===== src/rtl/oss_pkg.sv =====
package oss_pkg;

  localparam int MAX_LOG2 = 14;

  typedef enum logic [1:0] {
    ST_IDLE,
    ST_WAITOUT,
    ST_RUN,
    ST_EMIT
  } seq_state_e;

  // strobes from the control unit to the datapath
  typedef struct packed {
    logic       accClr;
    logic       accAdd;
    logic       outLoad;
    logic [3:0] outShift;
  } oss_strobe_t;

  function automatic logic [3:0] clampLog2(input logic [3:0] v);
    if (v == 4'd0)
      return 4'd1;
    else if (v > 4'(MAX_LOG2))
      return 4'(MAX_LOG2);
    else
      return v;
  endfunction

endpackage


===== src/rtl/oss_ctrl.sv =====
module oss_ctrl
  import oss_pkg::*;
#(
  parameter int LIST_DEPTH    = 8,
  parameter int CHAN_W        = 5,
  parameter int GAIN_W        = 3,
  parameter int LINE50_CLKS   = 2000000,
  parameter int LINE60_CLKS   = 1666667,
  parameter int MIN_CONV_CLKS = 50,
  localparam int IDX_W        = $clog2(LIST_DEPTH),
  localparam int PMAX         = (LINE50_CLKS > LINE60_CLKS) ? LINE50_CLKS : LINE60_CLKS,
  localparam int TIMER_W      = $clog2(PMAX + 1),
  localparam int CNT_W        = MAX_LOG2 + 1
) (
  input  logic              clk,
  input  logic              rst,
  input  logic              listWrEn,
  input  logic [IDX_W-1:0]  listWrIdx,
  input  logic [CHAN_W-1:0] listWrChan,
  input  logic [GAIN_W-1:0] listWrGain,
  input  logic              listWrDigital,
  input  logic [IDX_W-1:0]  listLast,
  input  logic              osEnable,
  input  logic [3:0]        osLog2,
  input  logic              lineMode,
  input  logic              line60,
  input  logic              continuous,
  input  logic              start,
  input  logic              outFree,
  input  logic              adcValid,
  output logic [CHAN_W-1:0] selChan,
  output logic [GAIN_W-1:0] selGain,
  output logic              selDigital,
  output logic              convStart,
  output logic              busy,
  output logic              done,
  output logic              paceErr,
  output logic [IDX_W-1:0]  entryIdx,
  output oss_strobe_t       strb
);

  typedef struct packed {
    logic [CHAN_W-1:0] chan;
    logic [GAIN_W-1:0] gain;
    logic              digital;
  } entry_t;

  localparam logic [TIMER_W-1:0] P50   = TIMER_W'(LINE50_CLKS);
  localparam logic [TIMER_W-1:0] P60   = TIMER_W'(LINE60_CLKS);
  localparam logic [TIMER_W-1:0] MIN_T = TIMER_W'(MIN_CONV_CLKS);

  entry_t listMem [LIST_DEPTH];

  // one register per list slot
  for (genvar gi = 0; gi < LIST_DEPTH; gi++) begin : g_slot
    always_ff @(posedge clk) begin
      if (rst)
        listMem[gi] <= '0;
      else if (listWrEn && (listWrIdx == IDX_W'(gi)))
        listMem[gi] <= '{chan: listWrChan, gain: listWrGain, digital: listWrDigital};
    end
  end

  seq_state_e        state;
  logic [IDX_W-1:0]  entryIdxQ;
  logic [3:0]        kQ;
  logic              lineQ;
  logic [TIMER_W-1:0] intervalQ;
  logic [TIMER_W-1:0] paceCnt;
  logic              paceErrQ;
  logic              doneQ;
  logic [CNT_W-1:0]  issued;
  logic [CNT_W-1:0]  got;
  logic [CNT_W-1:0]  burstQ;
  logic [3:0]        shiftQ;
  entry_t            selQ;

  // values captured at start
  logic [3:0]         kNext;
  logic [TIMER_W-1:0] periodSel;
  logic [TIMER_W-1:0] intervalNext;
  logic [TIMER_W-1:0] paceReload;
  entry_t             curEntry;
  logic               sampleTake;

  always_comb begin
    kNext        = osEnable ? clampLog2(osLog2) : 4'd0;
    periodSel    = line60 ? P60 : P50;
    intervalNext = periodSel >> kNext;
    paceReload   = (intervalQ == '0) ? '0 : intervalQ - 1'b1;
    curEntry     = listMem[entryIdxQ];
    sampleTake   = (state == ST_RUN) && adcValid && (got != burstQ);
    convStart    = (state == ST_RUN) && (issued != burstQ) &&
                   (lineQ ? (paceCnt == '0) : (got == issued));
  end

  always_ff @(posedge clk) begin
    if (rst) begin
      state     <= ST_IDLE;
      entryIdxQ <= '0;
      kQ        <= '0;
      lineQ     <= 1'b0;
      intervalQ <= '0;
      paceCnt   <= '0;
      paceErrQ  <= 1'b0;
      doneQ     <= 1'b0;
      issued    <= '0;
      got       <= '0;
      burstQ    <= '0;
      shiftQ    <= '0;
      selQ      <= '0;
    end else begin
      doneQ <= 1'b0;
      unique case (state)
        ST_IDLE: begin
          if (start) begin
            kQ        <= kNext;
            lineQ     <= lineMode;
            intervalQ <= intervalNext;
            paceErrQ  <= lineMode && (intervalNext < MIN_T);
            entryIdxQ <= '0;
            state     <= ST_WAITOUT;
          end
        end
        ST_WAITOUT: begin
          // the next burst waits until the previous word has left
          if (outFree) begin
            selQ    <= curEntry;
            burstQ  <= curEntry.digital ? CNT_W'(1) : (CNT_W'(1) << kQ);
            shiftQ  <= curEntry.digital ? 4'd0 : kQ;
            issued  <= '0;
            got     <= '0;
            paceCnt <= '0;
            state   <= ST_RUN;
          end
        end
        ST_RUN: begin
          if (convStart)
            issued <= issued + 1'b1;
          if (lineQ) begin
            if (convStart)
              paceCnt <= paceReload;
            else if (paceCnt != '0)
              paceCnt <= paceCnt - 1'b1;
          end
          if (sampleTake)
            got <= got + 1'b1;
          if (got == burstQ)
            state <= ST_EMIT;
        end
        ST_EMIT: begin
          if (entryIdxQ == listLast) begin
            entryIdxQ <= '0;
            if (continuous) begin
              state <= ST_WAITOUT;
            end else begin
              doneQ <= 1'b1;
              state <= ST_IDLE;
            end
          end else begin
            entryIdxQ <= entryIdxQ + 1'b1;
            state     <= ST_WAITOUT;
          end
        end
        default: state <= ST_IDLE;
      endcase
    end
  end

  always_comb begin
    strb.accClr   = (state == ST_WAITOUT) && outFree;
    strb.accAdd   = sampleTake;
    strb.outLoad  = (state == ST_EMIT);
    strb.outShift = shiftQ;
  end

  assign selChan    = selQ.chan;
  assign selGain    = selQ.gain;
  assign selDigital = selQ.digital;
  assign busy       = (state != ST_IDLE);
  assign done       = doneQ;
  assign paceErr    = paceErrQ;
  assign entryIdx   = entryIdxQ;

endmodule


===== src/rtl/oss_dpath.sv =====
module oss_dpath
  import oss_pkg::*;
#(
  parameter int SAMPLE_W = 16,
  parameter int IDX_W    = 3,
  localparam int ACC_W   = SAMPLE_W + MAX_LOG2
) (
  input  logic                clk,
  input  logic                rst,
  input  oss_strobe_t         strb,
  input  logic [SAMPLE_W-1:0] adcData,
  input  logic [IDX_W-1:0]    entryIdx,
  input  logic                outReady,
  output logic                outValid,
  output logic [SAMPLE_W-1:0] outData,
  output logic [IDX_W-1:0]    outIdx,
  output logic                outFree
);

  logic [ACC_W-1:0] acc;

  always_ff @(posedge clk) begin
    if (rst)
      acc <= '0;
    else if (strb.accClr)
      acc <= '0;
    else if (strb.accAdd)
      acc <= acc + ACC_W'(adcData);
  end

  always_ff @(posedge clk) begin
    if (rst) begin
      outValid <= 1'b0;
      outData  <= '0;
      outIdx   <= '0;
    end else if (strb.outLoad) begin
      outValid <= 1'b1;
      outData  <= SAMPLE_W'(acc >> strb.outShift);
      outIdx   <= entryIdx;
    end else if (outValid && outReady) begin
      outValid <= 1'b0;
    end
  end

  assign outFree = !outValid;

endmodule


===== src/rtl/oversample_scan_seq.sv =====
module oversample_scan_seq
  import oss_pkg::*;
#(
  parameter int LIST_DEPTH    = 8,
  parameter int CHAN_W        = 5,
  parameter int GAIN_W        = 3,
  parameter int SAMPLE_W      = 16,
  parameter int LINE50_CLKS   = 2000000,
  parameter int LINE60_CLKS   = 1666667,
  parameter int MIN_CONV_CLKS = 50,
  localparam int IDX_W        = $clog2(LIST_DEPTH)
) (
  input  logic                clk,
  input  logic                rst,
  input  logic                listWrEn,
  input  logic [IDX_W-1:0]    listWrIdx,
  input  logic [CHAN_W-1:0]   listWrChan,
  input  logic [GAIN_W-1:0]   listWrGain,
  input  logic                listWrDigital,
  input  logic [IDX_W-1:0]    listLast,
  input  logic                osEnable,
  input  logic [3:0]          osLog2,
  input  logic                lineMode,
  input  logic                line60,
  input  logic                continuous,
  input  logic                start,
  output logic [CHAN_W-1:0]   selChan,
  output logic [GAIN_W-1:0]   selGain,
  output logic                selDigital,
  output logic                convStart,
  input  logic                adcValid,
  input  logic [SAMPLE_W-1:0] adcData,
  output logic                outValid,
  input  logic                outReady,
  output logic [SAMPLE_W-1:0] outData,
  output logic [IDX_W-1:0]    outIdx,
  output logic                busy,
  output logic                done,
  output logic                paceErr
);

  oss_strobe_t      strb;
  logic [IDX_W-1:0] entryIdx;
  logic             outFree;

  oss_ctrl #(
    .LIST_DEPTH   (LIST_DEPTH),
    .CHAN_W       (CHAN_W),
    .GAIN_W       (GAIN_W),
    .LINE50_CLKS  (LINE50_CLKS),
    .LINE60_CLKS  (LINE60_CLKS),
    .MIN_CONV_CLKS(MIN_CONV_CLKS)
  ) ctrl_i (
    .clk          (clk),
    .rst          (rst),
    .listWrEn     (listWrEn),
    .listWrIdx    (listWrIdx),
    .listWrChan   (listWrChan),
    .listWrGain   (listWrGain),
    .listWrDigital(listWrDigital),
    .listLast     (listLast),
    .osEnable     (osEnable),
    .osLog2       (osLog2),
    .lineMode     (lineMode),
    .line60       (line60),
    .continuous   (continuous),
    .start        (start),
    .outFree      (outFree),
    .adcValid     (adcValid),
    .selChan      (selChan),
    .selGain      (selGain),
    .selDigital   (selDigital),
    .convStart    (convStart),
    .busy         (busy),
    .done         (done),
    .paceErr      (paceErr),
    .entryIdx     (entryIdx),
    .strb         (strb)
  );

  oss_dpath #(
    .SAMPLE_W(SAMPLE_W),
    .IDX_W   (IDX_W)
  ) dpath_i (
    .clk     (clk),
    .rst     (rst),
    .strb    (strb),
    .adcData (adcData),
    .entryIdx(entryIdx),
    .outReady(outReady),
    .outValid(outValid),
    .outData (outData),
    .outIdx  (outIdx),
    .outFree (outFree)
  );

endmodule


===== config.mk =====
export PLATFORM = sky130hd
export DESIGN_NAME = oversample_scan_seq
export DESIGN_NICKNAME = d
export VERILOG_FILES = /design/src/rtl/oss_pkg.sv /design/src/rtl/oss_ctrl.sv /design/src/rtl/oss_dpath.sv /design/src/rtl/oversample_scan_seq.sv
export SDC_FILE = /design/constraint.sdc
export NUM_CORES = 1
export LEC_CHECK = 0
export ABC_AREA = 1
export ABC_CLOCK_PERIOD_IN_PS = 3050
export BUFFER_PORTS_ARGS = -buffer_cell sky130_fd_sc_hd__buf_2
export CAP_MARGIN = 20
export CORE_MARGIN = 1
export CORE_UTILIZATION = 25
export DETAILED_ROUTE_END_ITERATION = 8
export PLACE_DENSITY = 0.36
export SLEW_MARGIN = 25
export SYNTH_ARGS = -nofsm -noshare
export SYNTH_HDL_FRONTEND = slang
export SYNTH_SLANG_ARGS = --single-unit

===== constraint.sdc =====
create_clock -name clk -period 3.05 [get_ports clk]
set_input_delay 0.4575 -clock clk [delete_from_list [all_inputs] [get_ports clk]]
set_output_delay 0.4575 -clock clk [all_outputs]
set_load 0.02 [all_outputs]

Word-level counts from Yosys, hierarchy flattened
Memory sizes are Yosys's and may differ from the RTL's. A register that Yosys moved wholly into a read port is not among the register bits.
Index checks and enable logic that the tools add are counted.
- register bits after elaboration: 162
- memory bits (writable): 72
- bits of input ports: 45
- output and inout bits: 33
- word-level logic and storage cells: 165
- memories: 1
- memory list (memory ; words ; width ; rd ports ; clocked after Yosys merged registers in ; write ports ; RTL line ; RTL):
    ctrl_i.listMem ; 8 ; 9 ; 1 ; 1 ; 8 ; oss_ctrl.sv:52 ; entry_t listMem [LIST_DEPTH];
- add/sub/neg operators: 6
- order comparisons: 2
- equality and inequality tests: 22
- shifts and indexed selects: 3
- mux-type cells: 66
- bitwise gates (word level): 11
- reduce and logical (&&, ||, !) cells: 35
- operator list (cell ; number):
    $mux 21 ; 5
    $mux 9 ; 8
    $mux 15 ; 4
    $pmux 15 s2 ; 2
    $logic_not 21->1 ; 2
    $pmux 21 s2 ; 1
    $sub 21x1->21 const B ; 2
    $mux 1 ; 32
    $add 15x1->15 const B ; 2
    $add 30x16->30 ; 1
    $eq 15x15->1 ; 2
    $ne 15x15->1 ; 2
    $shr 30x4->16 ; 1
    $lt 21x6->1 const B ; 1
    $reduce_bool 21->1 ; 1
    $shr 21x4->21 ; 1
    $mux 19 ; 1
    $mux 4 ; 4
    $logic_and 1x1->1 ; 15
    $shl 1x4->15 const A ; 1
    $eq 3x3->1 const B ; 4
    $mux 3 ; 4
    $reduce_and 3->1 ; 3
    $ne 2x2->1 const B ; 4
    23 further kinds ; 42

Depth between registers and ports, before layout
Gate-level depths: netlist of the first run.
- word-level depth: 7
- depth in mapped cells: 17
- mapped depth without buffers: 15

By module
A second synthesis of the first run with hierarchy kept.
- cells, all modules: 2283
- area, all modules: 15010.6 um^2
- by module, submodules not included (module ; times used ; cells an instance ; area each (um^2) ; seq. area each (um^2)):
    oss_ctrl ; 1 ; 1515 ; 10694.0 ; 4464.3
    oss_dpath ; 1 ; 768 ; 4316.6 ; 1001.0

Least setup slack after synthesis of the first run
No wires, ideal clock.
- path kind: input port to flip-flop
- from: input port adcData[0]
- to: register dpath_i.acc[20]
- library setup time: 0.132 ns
- data arrival time: 2.076 ns
- data required time: 2.918 ns
- slack: 0.841 ns
- stages: 13
- path buffers: 0
- cells stage by stage: ha_1 inv_1 fa_1 o21ai_0 nand2_1 nand2_1 nand2_1 nand2_1 a21oi_1 nor2_1 nand2_1 nand2_1 a21oi_1
- longest elaborated chain between the ends: 1
- RTL lines (element ; RTL line ; RTL):
    from (decl) ; oversample_scan_seq.sv:32 ; input logic [SAMPLE_W-1:0] adcData,
    $add 30x16->30 ; oss_dpath.sv:28 ; acc <= acc + ACC_W'(adcData);
    to (signal assigned) ; oss_dpath.sv:28 ;
    to (decl) ; oss_dpath.sv:20 ; logic [ACC_W-1:0] acc;
Every way passes these cells.
A chain may end at the register's enable or synchronous reset.

Worst setup path in the final report of the first run
- from: register ctrl_i.got[6]
- to: output port convStart
- longest elaborated chain between the ends: 3
- RTL lines (element ; RTL line ; RTL):
    from (decl) ; oss_ctrl.sv:73 ; logic [CNT_W-1:0] got;
    from (signal assigned) ; oss_ctrl.sv:147 ; got <= got + 1'b1;
    $eq 15x15->1 ; oss_ctrl.sv:94 ; (lineQ ? (paceCnt == '0) : (got == issued));
    $mux 1 ; oss_ctrl.sv:94 ;
    $logic_and 1x1->1 ; oss_ctrl.sv:93 ; convStart = (state == ST_RUN) && (issued != burstQ) &&
    to (decl) ; oversample_scan_seq.sv:30 ; output logic convStart,
Every way passes these cells.

==> metrics.sh, run 1 <==
PLACE_WS_PS=393
MAX_CLOCK_FREQ_MHz=356
POST_SYNTH_EDFFS=72
FINALCRITPERIODSHARE_PCT=92.1
DRV_CAP=0
SYNTH.NET_COUNT=2177
NUMBER_OF_DISTINCT_LIBRARY_CELL_VARIANTS_IN_THE_GATE_LEVEL_NETLIST_AFTER_SYNTHESIS=54
GRT_FIRST_PASS_WIRELENGTH_MM=77.6
CP.BUFFERS_INVERTERS=2
DIE_AREA_UM2=58700
FINALWORSTSETUPSLACK_PS=242
FINAL_PERIOD_MINUS_WORST_SETUP_SLACK_PS=2810
MOSTFREQUENTLAYOUTCELLS='499 x nand2_1, 328 x nor2_1, 197 x o21ai_0, 188 x inv_1, 162 x dfxtp_1'
CLOCK_PIN_SLEW_ON_THE_WORST_SETUP_AND_HOLD_PATHS_PS=50
FILLER_CELL_COUNT=6281
PWR_DENSITY_nW_PER_UM2=783
RESULT_OF_THE_RUN='finished clean'
SETUP-VIOLATIONS-FINAL=0
CTS-BUFFERS-INSERTED=34
DRT_PASS1_ITERATIONS=5
TIMING.HOLD.WORST.CLASS='primary input to register'
PLACE_INST=2861
SYN-MEAN-INSTANCE-AREA_UM2=6.88
CRITICAL_PATH_ARRIVAL_PS=2350
CRITICAL_PATH_REQUIRED_PS=2590
SLOWEST_DELAY_PS=540
LAYOUT_COMMONEST_CELL='nand2_1'
CRIT_FANOUT=7
REGTOREGENDPOINT='dpath_i.acc[20]$_SDFFE_PP0P_'
YS_SEQ_AREA_SHARE_PCT=37.9
WORSTREGTOREGCELLS=13
STDCELL_COUNT=2921
CLOCK_TREE_FROM_TRITONCTS='yes'
LEAKAGEPOWER_nW=6.96
POWER.SHARE.SEQUENTIAL_PCT=31.9
SYNTHARSTFLOPSHARE_PCT=0
POST_ROUTE_DESIGN_AREA_UM2=16700
SYNTH-WARNING-COUNT=0
AREA_GROWTH_PCT=15.6
STD_CELL_ROWS=87
MAX_SLEW_MARGIN_PCT=49.8
CRIT_PATH_CELL_TRACE='inv_1 > nand2_1 > nand2_1 > nor2_1 > nand2_1 > nor2_1 > nand2_1 > nand2_2 > nand3_1 > a21oi_1 > buf_2'
FP.DIEW_UM=242
FFS_LATCHES_SYNTH=237
GLOBALROUTE.TOTALOVERFLOW=0
DIE_HEIGHT_UM=242
YS_DOMINANT_REG_CELL='dfxtp_1'
DETAIL_ROUTE.ITER0.VIOLATIONS=873
FIRST_GLOBAL_VIAS=13451
DPL_CELL_AREA_UM2=15600
TIMING.CRITICAL_PATH.MAX_DELAY_FAMILY='simple AND/OR/NAND/NOR gates'
CTS.SINKS=237
REG2REG_SETUP_SLACK_PS=580
DETAIL_ROUTE.WL_PER_CELL_UM=16.9
TIMING_HOLD_VIOLATIONS_FINAL=0
CORE_AREA_UM2=56700
R2R_START='dpath_i.acc[0]$_SDFFE_PP0P_'
START_POINT_OF_THE_CRITICAL_PATH='ctrl_i.got[6]$_SDFFE_PP0P_'
TOTAL_LENGTH_OF_ROUTED_WIRES_MM=49.3
CLOCK_POWER_SHARE_PCT=30.7
DETAIL-ROUTE-ANTENNA-NETS=0
LARGEST_NET_DEGREE_AT_THE_START_OF_GLOBAL_ROUTING=49
FIN_SETUP_TNS_PS=0
UTILIZATION_PCT=29.4
INSTANCE_COUNT_OF_THE_MAPPED_NETLIST=2099
WORST_PATH_MOST_REPEATED_CELL='nand2_1'
COMBINATIONAL_POWER_SHARE_PCT=37.4
PLACE.PORT_BUFFERS=77
DETAILED_PLACE_HPWL_MM=36.1
FINAL_NET_COUNT=2219
P_SW_SHARE_PCT=41.5
CLOCK_LATENCY_PS=560
CTS.HTREE.LEVELS=2
NETSWITCHINGPOWER_mW=5.43
PATH_CLASS='register to primary output'
CRITICAL_PATH.STARTPOINT_TYPE='register'
SETUP.WORST_PATH.END_CLASS='primary output'
FINAL_LAYOUT_SIZE_SUFFIX_GT1_SHARE_PCT=8.45
GRT_SETUP_UNREPAIRED='false'
CLOCKBUFFERDEPTH=3
NUMBER_OF_DIODES=0
REMAINING_DESIGN_RULE_VIOLATION_COUNT=0
CPMAXSTAGEDELAYCELL='dfxtp_1'
CRIT_CELLS=11
SYNTH_AREA_UM2=14400
INITIAL_CORE_UTIL_PCT=25.4
GROUTE.USAGE.OVERALL_PCT=16.7
FIN_SKEW_PS=21.6
ROUTE.VIAS.TOTAL=13716
HOLD_WORST_SLACK_PS=154
MAX-VDD-IR-DROP_V=0.000338
VIAS_PER_CELL=4.70
ROUTABILITYCONGESTION=0.819
GRT_ANTENNA_BEFORE_REPAIR=0
INTERNAL_POWER_mW=7.63
WORSTMARGINPINSLEW_PS=748
ENDPOINT='convStart'
FINAL-MAX-SLEW-VIOLATION-COUNT=0
CLOCK_TREE.ROOT_CELL='clkbuf_16'
IO_PINS=78
POST-LAYOUT-TOTAL-POWER_mW=13.1
flip-flops by register name, summed over array words and instances, names as in the netlist, 5 cells and up, named ones only:
| signal | flops |
|---|---|
| ctrl_i.burstQ | 15 |
| ctrl_i.got | 15 |
| ctrl_i.intervalQ | 21 |
| ctrl_i.issued | 15 |
| ctrl_i.listMem | 72 |
| ctrl_i.paceCnt | 21 |
| ctrl_i.selChan | 5 |
| dpath_i.acc | 30 |
| dpath_i.outData | 16 |
cell usage after synthesis (2+ instances only):
| cell | count | share of area (%) |
|---|---|---|
| dfxtp_1 | 165 | 23 |
| o211ai_1 | 21 | 1.1 |
| ha_1 | 32 | 2.8 |
| nand2_4 | 2 | 0.16 |
| mux2i_1 | 2 | 0.14 |
| a31oi_1 | 8 | 0.35 |
| inv_1 | 188 | 4.9 |
| o21a_1 | 2 | 0.10 |
| o21ai_0 | 197 | 6.8 |
| nand3b_1 | 2 | 0.10 |
| a211oi_1 | 6 | 0.31 |
| nor3_1 | 41 | 1.4 |
| nor4_1 | 2 | 0.087 |
| o211a_1 | 2 | 0.14 |
| o21ai_1 | 4 | 0.14 |
| a21o_1 | 3 | 0.16 |
| buf_1 | 5 | 0.13 |
| clkinv_1 | 9 | 0.23 |
| and3_1 | 2 | 0.087 |
| nand4_1 | 23 | 1.0 |
| nand2_2 | 3 | 0.13 |
| buf_2 | 23 | 0.80 |
| xor2_1 | 65 | 3.9 |
| or2_2 | 2 | 0.087 |
| nor2_1 | 329 | 8.6 |
| o221ai_1 | 19 | 1.2 |
| a21oi_4 | 2 | 0.23 |
| o31ai_1 | 6 | 0.31 |
| xnor2_1 | 25 | 1.5 |
| clkbuf_2 | 6 | 0.21 |
| o22ai_1 | 13 | 0.56 |
| nand2_1 | 499 | 13 |
| a21oi_1 | 122 | 4.2 |
| inv_2 | 3 | 0.078 |
| edfxtp_1 | 72 | 15 |
| nor2_2 | 3 | 0.13 |
| a32o_1 | 10 | 0.69 |
| nand3_1 | 102 | 3.5 |
| clkbuf_1 | 61 | 1.6 |
| buf_6 | 4 | 0.31 |
worst min-delay path by stage:
| stage | start | to | depth (start not counted) | slack (ps) |
|---|---|---|---|---|
| after floorplan | dpath_i.acc[19]$_SDFFE_PP0P_ | dpath_i.acc[19]$_SDFFE_PP0P_ | 2 | 450 |
| after global placement | ctrl_i.paceErr$_SDFFE_PP0P_ | ctrl_i.paceErr$_SDFFE_PP0P_ | 2 | 430 |
| after detailed placement | ctrl_i.paceErr$_SDFFE_PP0P_ | ctrl_i.paceErr$_SDFFE_PP0P_ | 2 | 440 |
| after CTS | outReady | dpath_i.outValid$_SDFFE_PP0P_ | 2 | 130 |
| after global routing | outReady | dpath_i.outValid$_SDFFE_PP0P_ | 2 | 150 |
| final | osEnable | ctrl_i.intervalQ[19]$_SDFFE_PP0P_ | 2 | 150 |
what timing repair did:
action	CTS	global route
hold buffers	0	0
setup endpoints to repair	0	1
gates resized for setup	0	3
buffers inserted	0	0
power by group through the flow:
stage               sequential (mW)  clock (mW)  combinational, mW
floorplan                      4.13           0               3.60
global placement               4.23           0               4.91
detailed placement             4.23           0               4.92
CTS                            4.16        4.16               4.95
global route                   4.23        4.26               5.58
finish                         4.16        4.01               4.89
routing by layer:
| metal | track usage, % | vias to the layer above | part of all wire, % |
|---|---|---|---|
| met3 | 2.28 | 56 | 3.5 |
| li1 | - | 7004 | - |
| met5 | 0 | - | 0 |
| met4 | 4.60 | 0 | 1.9 |
| met2 | 26.7 | 203 | 44 |
| met1 | 23.4 | 6453 | 50 |
area by class of cell:
| cell class | count | area (um2) | share of cell area, % |
|---|---|---|---|
| clock buffer | 48 | 993 | 5.96 |
| clock inverter | 12 | 130 | 0.780 |
| inverter | 201 | 756 | 4.53 |
| multi-input combinational | 1562 | 7780 | 46.6 |
| sequential | 237 | 5470 | 32.8 |
| tap | 756 | 946 | 5.67 |
| timing repair buffer | 105 | 608 | 3.65 |
logic make-up after synthesis:
logic type,count (synthesis),share of synthesized area [%]
simple gates,1016,28.7
compound gates,421,16.6
fa+ha+maj,33,2.91
mux,2,0.139
xor+xnor,90,5.46
buf+inv,300,8.27
flops,237,37.9
Note: power is estimated with default switching activity, not from simulation.
==> run 2: changes to the inputs <==
--- a/config.mk
+++ b/config.mk
@@ -6,13 +6,13 @@
 export NUM_CORES = 1
 export LEC_CHECK = 0
 export ABC_AREA = 1
-export ABC_CLOCK_PERIOD_IN_PS = 3050
+export ABC_CLOCK_PERIOD_IN_PS = 2420
 export BUFFER_PORTS_ARGS = -buffer_cell sky130_fd_sc_hd__buf_2
 export CAP_MARGIN = 20
 export CORE_MARGIN = 1
 export CORE_UTILIZATION = 25
 export DETAILED_ROUTE_END_ITERATION = 8
-export PLACE_DENSITY = 0.36
+export PLACE_DENSITY = 0.38
 export SLEW_MARGIN = 25
 export SYNTH_ARGS = -nofsm -noshare
 export SYNTH_HDL_FRONTEND = slang
==> constraint.sdc (replaced) <==
create_clock -name clk -period 2.42 [get_ports clk]
set_input_delay 0.363 -clock clk [delete_from_list [all_inputs] [get_ports clk]]
set_output_delay 0.363 -clock clk [all_outputs]
set_load 0.02 [all_outputs]
==> metrics.sh, run 2 (synthesized netlist as in run 1, its figures left out) <==
FINAL_NET_COUNT=2262
DRT_PASS1_ITERATIONS=5
GLOBALROUTE.TOTALOVERFLOW=0
DETAIL_ROUTE.ITER0.VIOLATIONS=844
MOSTFREQUENTLAYOUTCELLS='496 x nand2_1, 322 x nor2_1, 197 x o21ai_0, 185 x inv_1, 140 x dfxtp_1'
HOLD_START='osLog2[2]'
COMBINATIONAL_POWER_SHARE_PCT=39.8
LAYOUT_TOP_REGISTERS='ctrl_i.listMem: 72 flops, dpath_i.acc: 30 flops'
LAYOUT_COMMONEST_CELL='nand2_1'
GROUTE.USAGE.OVERALL_PCT=16.3
SEQ_CELL_AREA_UM2=5540
GRT_ANTENNA_BEFORE_REPAIR=2
UTILIZATION_PCT=30.2
DIE_AREA_UM2=58700
MAX-VDD-IR-DROP_V=0.000452
FIN_SKEW_PS=17.0
ROUTE.VIAS.TOTAL=13801
CTS-BUFFERS-INSERTED=31
FIRST_GLOBAL_VIAS=13487
CLOCK_TREE_FROM_TRITONCTS='yes'
CORE_AREA_UM2=56700
CLOCKBUFFERDEPTH=3
FINAL_LAYOUT_SIZE_SUFFIX_GT1_SHARE_PCT=12.0
PWR_DENSITY_nW_PER_UM2=969
DETAIL_ROUTE.WL_PER_CELL_UM=16.2
SLOWEST_DELAY_PS=370
CRITICAL_PATH.STARTPOINT_TYPE='register'
DIE_HEIGHT_UM=242
CLOCK_LATENCY_PS=600
CPMAXSTAGEDELAYCELL='dfxtp_4'
PLACE.PORT_BUFFERS=77
REGISTERS.TOP_BY_FF_COUNT='ctrl_i.listMem'
TOTAL_LENGTH_OF_ROUTED_WIRES_MM=48.1
IO_PINS=78
CLOCK_TREE.ROOT_CELL='clkbuf_16'
AREA_GROWTH_PCT=18.8
INITIAL_CORE_UTIL_PCT=25.4
CTS.SINKS=237
MAX_CLOCK_FREQ_MHz=420
DRV_CAP=0
FP.DIEW_UM=242
MAX_SLEW_MARGIN_PCT=55.3
WORSTMARGINPINSLEW_PS=670
REMAINING_DESIGN_RULE_VIOLATION_COUNT=0
INTERNAL_POWER_mW=9.82
DETAIL-ROUTE-ANTENNA-NETS=0
GRT_SETUP_UNREPAIRED='true'
SETUP.WORST_PATH.END_CLASS='primary output'
LARGEST_NET_DEGREE_AT_THE_START_OF_GLOBAL_ROUTING=44
PLACE_INST=2892
CRITICAL_PATH_ARRIVAL_PS=2020
CP.BUFFERS_INVERTERS=2
TIMING.HOLD.WORST.CLASS='primary input to register'
R2R_START='ctrl_i.paceCnt[0]$_SDFFE_PP0P_'
GRT_FIRST_PASS_WIRELENGTH_MM=76.9
PATH_CLASS='register to primary output'
VIAS_PER_CELL=4.65
FIN_SETUP_TNS_PS=0
ROUTABILITYCONGESTION=0.838
CLOCK_PIN_SLEW_ON_THE_WORST_SETUP_AND_HOLD_PATHS_PS=60
STDCELL_COUNT=2967
CLOCK_POWER_SHARE_PCT=29.0
CRITICAL_PATH_REQUIRED_PS=2060
TIMING_HOLD_VIOLATIONS_FINAL=0
FINALCRITPERIODSHARE_PCT=98.4
MULTI_INPUT_AREA_UM2=7850
NETSWITCHINGPOWER_mW=6.78
DETAILED_PLACE_HPWL_MM=35.7
CTS.HTREE.LEVELS=1
P_SW_SHARE_PCT=40.8
START_POINT_OF_THE_CRITICAL_PATH='ctrl_i.issued[9]$_SDFFE_PP0P_'
RESULT_OF_THE_RUN='finished clean'
FINAL_PERIOD_MINUS_WORST_SETUP_SLACK_PS=2380
FINAL-MAX-SLEW-VIOLATION-COUNT=0
FILLER_CELL_COUNT=6256
LARGEST_REGISTER_FF_COUNT=72
CRIT_FANOUT=4
SETUP-VIOLATIONS-FINAL=0
POWER.SHARE.SEQUENTIAL_PCT=31.2
LEAKAGEPOWER_nW=7.20
STD_CELL_ROWS=87
CRIT_PATH_CELL_TRACE='buf_4 > xor2_1 > nor2_1 > nand2_1 > nor2_2 > nand2_2 > nand3_2 > a21oi_4 > buf_6'
TIMING.CRITICAL_PATH.MAX_DELAY_FAMILY='simple AND/OR/NAND/NOR gates'
run 2: cell count changes in the layout (fill, tap and decap cells not counted), sizes merged:
cell / change
bufinv: +2
buf: +44
clkbuf: -3
dlygate4sd3: +2
clkinv: -1
diode: +2
run 2: what timing repair did:
action	in CTS	in global routing
endpoints found under the setup margin	1	29
hold buffers	2	0
buffers inserted	11	2
endpoints found under the hold margin	2	0
resized for setup	49	20
pin swaps	5	4
run 2: stage by stage:
stage | hold WS [ps] | total power [mW] | cell area (um2) | setup WS, ps
finish | 98.4 | 16.6 | 17100 | 39.5
global route | 114 | 17.9 | 17100 | -99.5
CTS | 57.1 | 16.8 | 17100 | -36.2
detailed placement | 430 | 11.7 | 15800 | 34.5
global placement | 430 | 11.7 | 15800 | 46.8
floorplan | 453 | 9.74 | 14400 | 306
run 2: worst register-to-register path, cell delays in order, from the launching register on:
cell,delay (ps)
dfxtp_1,340
inv_1,120
ha_2,240
nand2_2,100
nor2_4,160
nand3_4,130
a21oi_4,190
nand3_4,140
nand3_1,110
nand2_2,170
buf_12,220
nand2_1,70
nand2_1,40
nor2_1,120
run 2: power by group through the flow:
stage	sequential (mW)	clock [mW]	combinational, mW
after floorplan	5.21	0	4.53
after global placement	5.28	0	6.45
after detailed placement	5.28	0	6.47
after CTS	5.19	5.00	6.61
after global routing	5.27	5.14	7.53
final	5.18	4.82	6.60
run 2: path summary, 6_finish.rpt:
| kind | to | slack, ps | cells after the start |
|---|---|---|---|
| max | convStart | 40 | 9 |
| min | ctrl_i.intervalQ[19]$_SDFFE_PP0P_ | 100 | 4 |
| max reg2reg | ctrl_i.paceCnt[11]$_SDFFE_PP0P_ | 210 | 13 |
| min reg2reg | ctrl_i.paceErr$_SDFFE_PP0P_ | 440 | 2 |
run 2: final cells by class:
type / instances / share of cell area [%]
well taps: 756 / 5.52
inverters: 201 / 4.42
clock inverters: 13 / 0.891
clock buffers: 45 / 5.30
multi-input cells: 1562 / 45.8
repair buffers: 151 / 5.70
flip-flops and latches: 237 / 32.3
diodes: 2 / 0.0292
run 2: metal layers:
metal | vias up | track usage [%] | routed length [um]
met4 | 2 | 4.17 | 1160
met5 | - | 0 | 13
met3 | 59 | 1.97 | 1510
li1 | 7108 | - | -
met2 | 206 | 26.4 | 21600
met1 | 6426 | 22.8 | 23800
==> run 3: changes to the inputs <==
--- a/config.mk
+++ b/config.mk
@@ -5,14 +5,16 @@
 export SDC_FILE = /design/constraint.sdc
 export NUM_CORES = 1
 export LEC_CHECK = 0
-export ABC_AREA = 1
+export ABC_AREA = 0
 export ABC_CLOCK_PERIOD_IN_PS = 2420
 export BUFFER_PORTS_ARGS = -buffer_cell sky130_fd_sc_hd__buf_2
 export CAP_MARGIN = 20
+export CELL_PAD_IN_SITES_DETAIL_PLACEMENT = 1
+export CELL_PAD_IN_SITES_GLOBAL_PLACEMENT = 1
 export CORE_MARGIN = 1
 export CORE_UTILIZATION = 25
 export DETAILED_ROUTE_END_ITERATION = 8
-export PLACE_DENSITY = 0.38
+export PLACE_DENSITY = 0.46
 export SLEW_MARGIN = 25
 export SYNTH_ARGS = -nofsm -noshare
 export SYNTH_HDL_FRONTEND = slang
==> metrics.sh, run 3 <==
YOSYSMOSTFREQUENTCELL='dfxtp_1'
HOLD_WORST_SLACK_PS=90.2
CTS.HTREE.LEVELS=1
CLOCKBUFFERDEPTH=3
TIMING_HOLD_VIOLATIONS_FINAL=0
SEQ_CELL_AREA_UM2=5480
DETAIL_ROUTE.ITER0.VIOLATIONS=525
WORSTREGTOREGCELLS=10
CRIT_FANOUT=2
CLOCK_PIN_SLEW_ON_THE_WORST_SETUP_AND_HOLD_PATHS_PS=60
TOTAL_LENGTH_OF_ROUTED_WIRES_MM=45.1
CRITICAL_PATH.STARTPOINT_TYPE='register'
CLOCK_TREE_FROM_TRITONCTS='yes'
PATH_CLASS='register to primary output'
CTS.SINKS=237
SETUP.WORST_PATH.END_CLASS='primary output'
DPL_CELL_AREA_UM2=15900
MULTI_INPUT_AREA_UM2=7880
VIOLATIONS='negative setup slack'
DETAILED_PLACE_HPWL_MM=33.8
SETUP-VIOLATIONS-FINAL=37
CLOCK_TREE.ROOT_CELL='clkbuf_16'
ROUTABILITYCONGESTION=0.800
FINALCRITPERIODSHARE_PCT=125
GRT_SETUP_UNREPAIRED='true'
LARGEST_REGISTER_FF_COUNT=72
FP.DIEW_UM=233
HOLDPATHEND='ctrl_i.lineQ$_SDFFE_PP0P_'
REGTOREGENDPOINT='ctrl_i.paceCnt[20]$_SDFFE_PP0P_'
SYNTH.AREA.MUX_SHARE_PCT=10.9
CLOCK_LATENCY_PS=590
CORE_AREA_UM2=52700
TIMING.HOLD.WORST.CLASS='primary input to register'
FIN_SKEW_PS=31.9
POST_ROUTE_DESIGN_AREA_UM2=17500
POST-LAYOUT-TOTAL-POWER_mW=14.8
YS_DOMINANT_REG_CELL='dfxtp_1'
UTILIZATION_PCT=33.1
MOSTFREQUENTLAYOUTCELLS='193 x buf_4, 153 x dfxtp_1, 136 x nor2_1, 116 x nand2_1, 92 x o21ai_0'
CTS-BUFFERS-INSERTED=30
REMAINING_DESIGN_RULE_VIOLATION_COUNT=0
NUMBER_OF_DISTINCT_LIBRARY_CELL_VARIANTS_IN_THE_GATE_LEVEL_NETLIST_AFTER_SYNTHESIS=75
HOLD_START='lineMode'
CRITICAL_PATH_REQUIRED_PS=2060
SLOWEST_DELAY_PS=530
GROUTE.USAGE.OVERALL_PCT=16.6
STD_CELL_ROWS=84
FIRST_GLOBAL_VIAS=12156
AREA_GROWTH_PCT=30.8
FINALWORSTSETUPSLACK_PS=-610
R2R_START='ctrl_i.paceCnt[12]$_SDFFE_PP0P_'
DETAIL_ROUTE.WL_PER_CELL_UM=18.8
RESULT_OF_THE_RUN='finished with violations'
CRIT_PATH_CELL_TRACE='or4_4 > or4b_4 > nor4b_4 > o21ai_2 > buf_4 > nor2_4 > buf_6'
FINAL_PERIOD_MINUS_WORST_SETUP_SLACK_PS=3030
FFS_LATCHES_SYNTH=237
INSTANCE_COUNT_OF_THE_MAPPED_NETLIST=1452
LEADING_POST_SYNTHESIS_CELLS_BY_CELL_AREA='dfxtp_1 25%, edfxtp_1 16%, mux2i_1 5.4%'
LAYOUT_TOP_REGISTERS='ctrl_i.listMem: 72 flops, dpath_i.acc: 30 flops'
POST_SYNTH_EDFFS=72
REGISTERS.TOP_BY_FF_COUNT='ctrl_i.listMem'
WORSTMARGINPINSLEW_PS=748
YOSYS.AREA_SHARE.XOR_XNOR_PCT=6.57
FINAL-MAX-SLEW-VIOLATION-COUNT=0
INITIAL_CORE_UTIL_PCT=25.3
PLACE.PORT_BUFFERS=77
IO_PINS=78
SYNTH_COMMONEST_CELLS='165 x dfxtp_1, 145 x nor2_1, 121 x nand2_1'
GRT_FIRST_PASS_WIRELENGTH_MM=70.8
SYNTHARSTFLOPSHARE_PCT=0
PLACE_INST=2332
LAYOUT_COMMONEST_CELL='buf_4'
DIE_AREA_UM2=54300
STDCELL_COUNT=2397
CPMAXSTAGEDELAYCELL='or4_4'
DIE_HEIGHT_UM=233
SYNTH-WARNING-COUNT=0
SYNTH.NET_COUNT=1530
ROUTE.VIAS.TOTAL=11628
SYN-MEAN-INSTANCE-AREA_UM2=9.19
FILLER_CELL_COUNT=6036
REG2REG_SETUP_SLACK_PS=-380
MAX_CLOCK_FREQ_MHz=330
YS_SEQ_AREA_SHARE_PCT=41.0
GRT_ANTENNA_BEFORE_REPAIR=0
SYNTH_SIMPLE_GATE_AREA_SHARE_PCT=20.2
POST_SYNTH_ADDER_CELL_AREA_PCT=3.15
DETAIL-ROUTE-ANTENNA-NETS=0
MAX_SLEW_MARGIN_PCT=49.6
DRV_CAP=0
SYNTH_TOP_FAMILY_BY_AREA='simple AND/OR/NAND/NOR gates'
FINAL_NET_COUNT=1764
NETLIST.AREA_LEADER.SHARE_PCT=24.8
FINAL_LAYOUT_SIZE_SUFFIX_GT1_SHARE_PCT=27.0
MAX-VDD-IR-DROP_V=0.000621
WORSTHOLDPATHCELLS=3
LEAKAGEPOWER_nW=6.73
DRT_PASS1_ITERATIONS=4
GLOBALROUTE.TOTALOVERFLOW=0
START_POINT_OF_THE_CRITICAL_PATH='ctrl_i.paceCnt[12]$_SDFFE_PP0P_'
LARGEST_NET_DEGREE_AT_THE_START_OF_GLOBAL_ROUTING=42
SYNTH_COMPOUND_AREA_SHARE_PCT=14.8
VIAS_PER_CELL=4.85
CRITICAL_PATH_ARRIVAL_PS=2670
SYNTH_TOP_AREA_CELL='dfxtp_1'
SYNTH_AREA_UM2=13300
PWR_DENSITY_nW_PER_UM2=848
==> run 3: changes by cell type in the layout (fill, tap and decap cells not counted), sizes merged, moves of 35 or more <==
cell	before	now
xnor2	25	63
and2	0	86
inv	194	34
nand3	104	34
nand2	504	121
buf	149	281
a21oi	124	89
o21ai	201	105
mux2i	2	72
nor2	333	145
==> run 3: worst max path at each step <==
stage / to / slack, ps / cells after the start
3_5_place_dp: ctrl_i.paceCnt[18]$_SDFFE_PP0P_ / -400 / 9
2_1_floorplan: ctrl_i.paceCnt[2]$_SDFFE_PP0P_ / -310 / 10
6_report: convStart / -610 / 7
4_1_cts: convStart / -690 / 7
3_3_place_gp: ctrl_i.paceCnt[18]$_SDFFE_PP0P_ / -320 / 9
5_1_grt: convStart / -740 / 7
==> run 3: layout make-up <==
cell class	count	share of cell area (%)
Multi-Input combinational cell	1099	45.1
Sequential cell	237	31.4
Timing Repair Buffer	283	11.8
Tap cell	688	4.93
Clock buffer	42	4.90
Clock inverter	12	1.05
Inverter	35	0.753
Antenna cell	1	0.0143
==> run 3: report_power, final <==
group	internal, mW	switching [mW]
clock	2.88	1.84
combinational	2.19	3.20
sequential	4.43	0.259
total	9.49	5.30
==> run 3: stage by stage <==
step	TNS, ps	worst slack, ps
final	-11420	-610
after global routing	-17190	-740
after CTS	-12330	-691
after detailed placement	-14800	-401
after global placement	-12220	-317
after floorplan	-7250	-313
==> run 3: logic make-up after synthesis <==
| family | count (synthesis) |
|---|---|
| adder cells (fa/ha/maj) | 33 |
| AO/OA/AOI/OAI | 317 |
| AND/OR/NAND/NOR | 541 |
| multiplexers | 106 |
| buffers and inverters | 118 |
| XOR/XNOR | 100 |
| flip-flops | 237 |
==> run 3: critical path: cells and delay by family, from the launching register on <==
family / cells / cell delay, ps
and+or+nand+nor: 4 / 1390
buffers and inverters: 2 / 280
DFF: 1 / 320
AOI/OAI and AO/OA: 1 / 90
==> run 3: repair_timing <==
item / 4_1_cts / 5_1_grt
hold endpoints to repair: 1 / 0
buffers inserted: 2 / 5
endpoints found under the setup margin: 52 / 70
hold buffers: 1 / 0
gates cloned: 1 / 2
resized for setup: 28 / 79
pin swaps: 18 / 40
==> run 3: metal layers <==
layer  wire length (um)  up-vias  GRT usage, %
met3               1030       37          1.74
met5                  0        -             0
li1                   -     5730             -
met1              22200     5751          23.1
met4                712        0          3.35
met2              21200      110          27.6
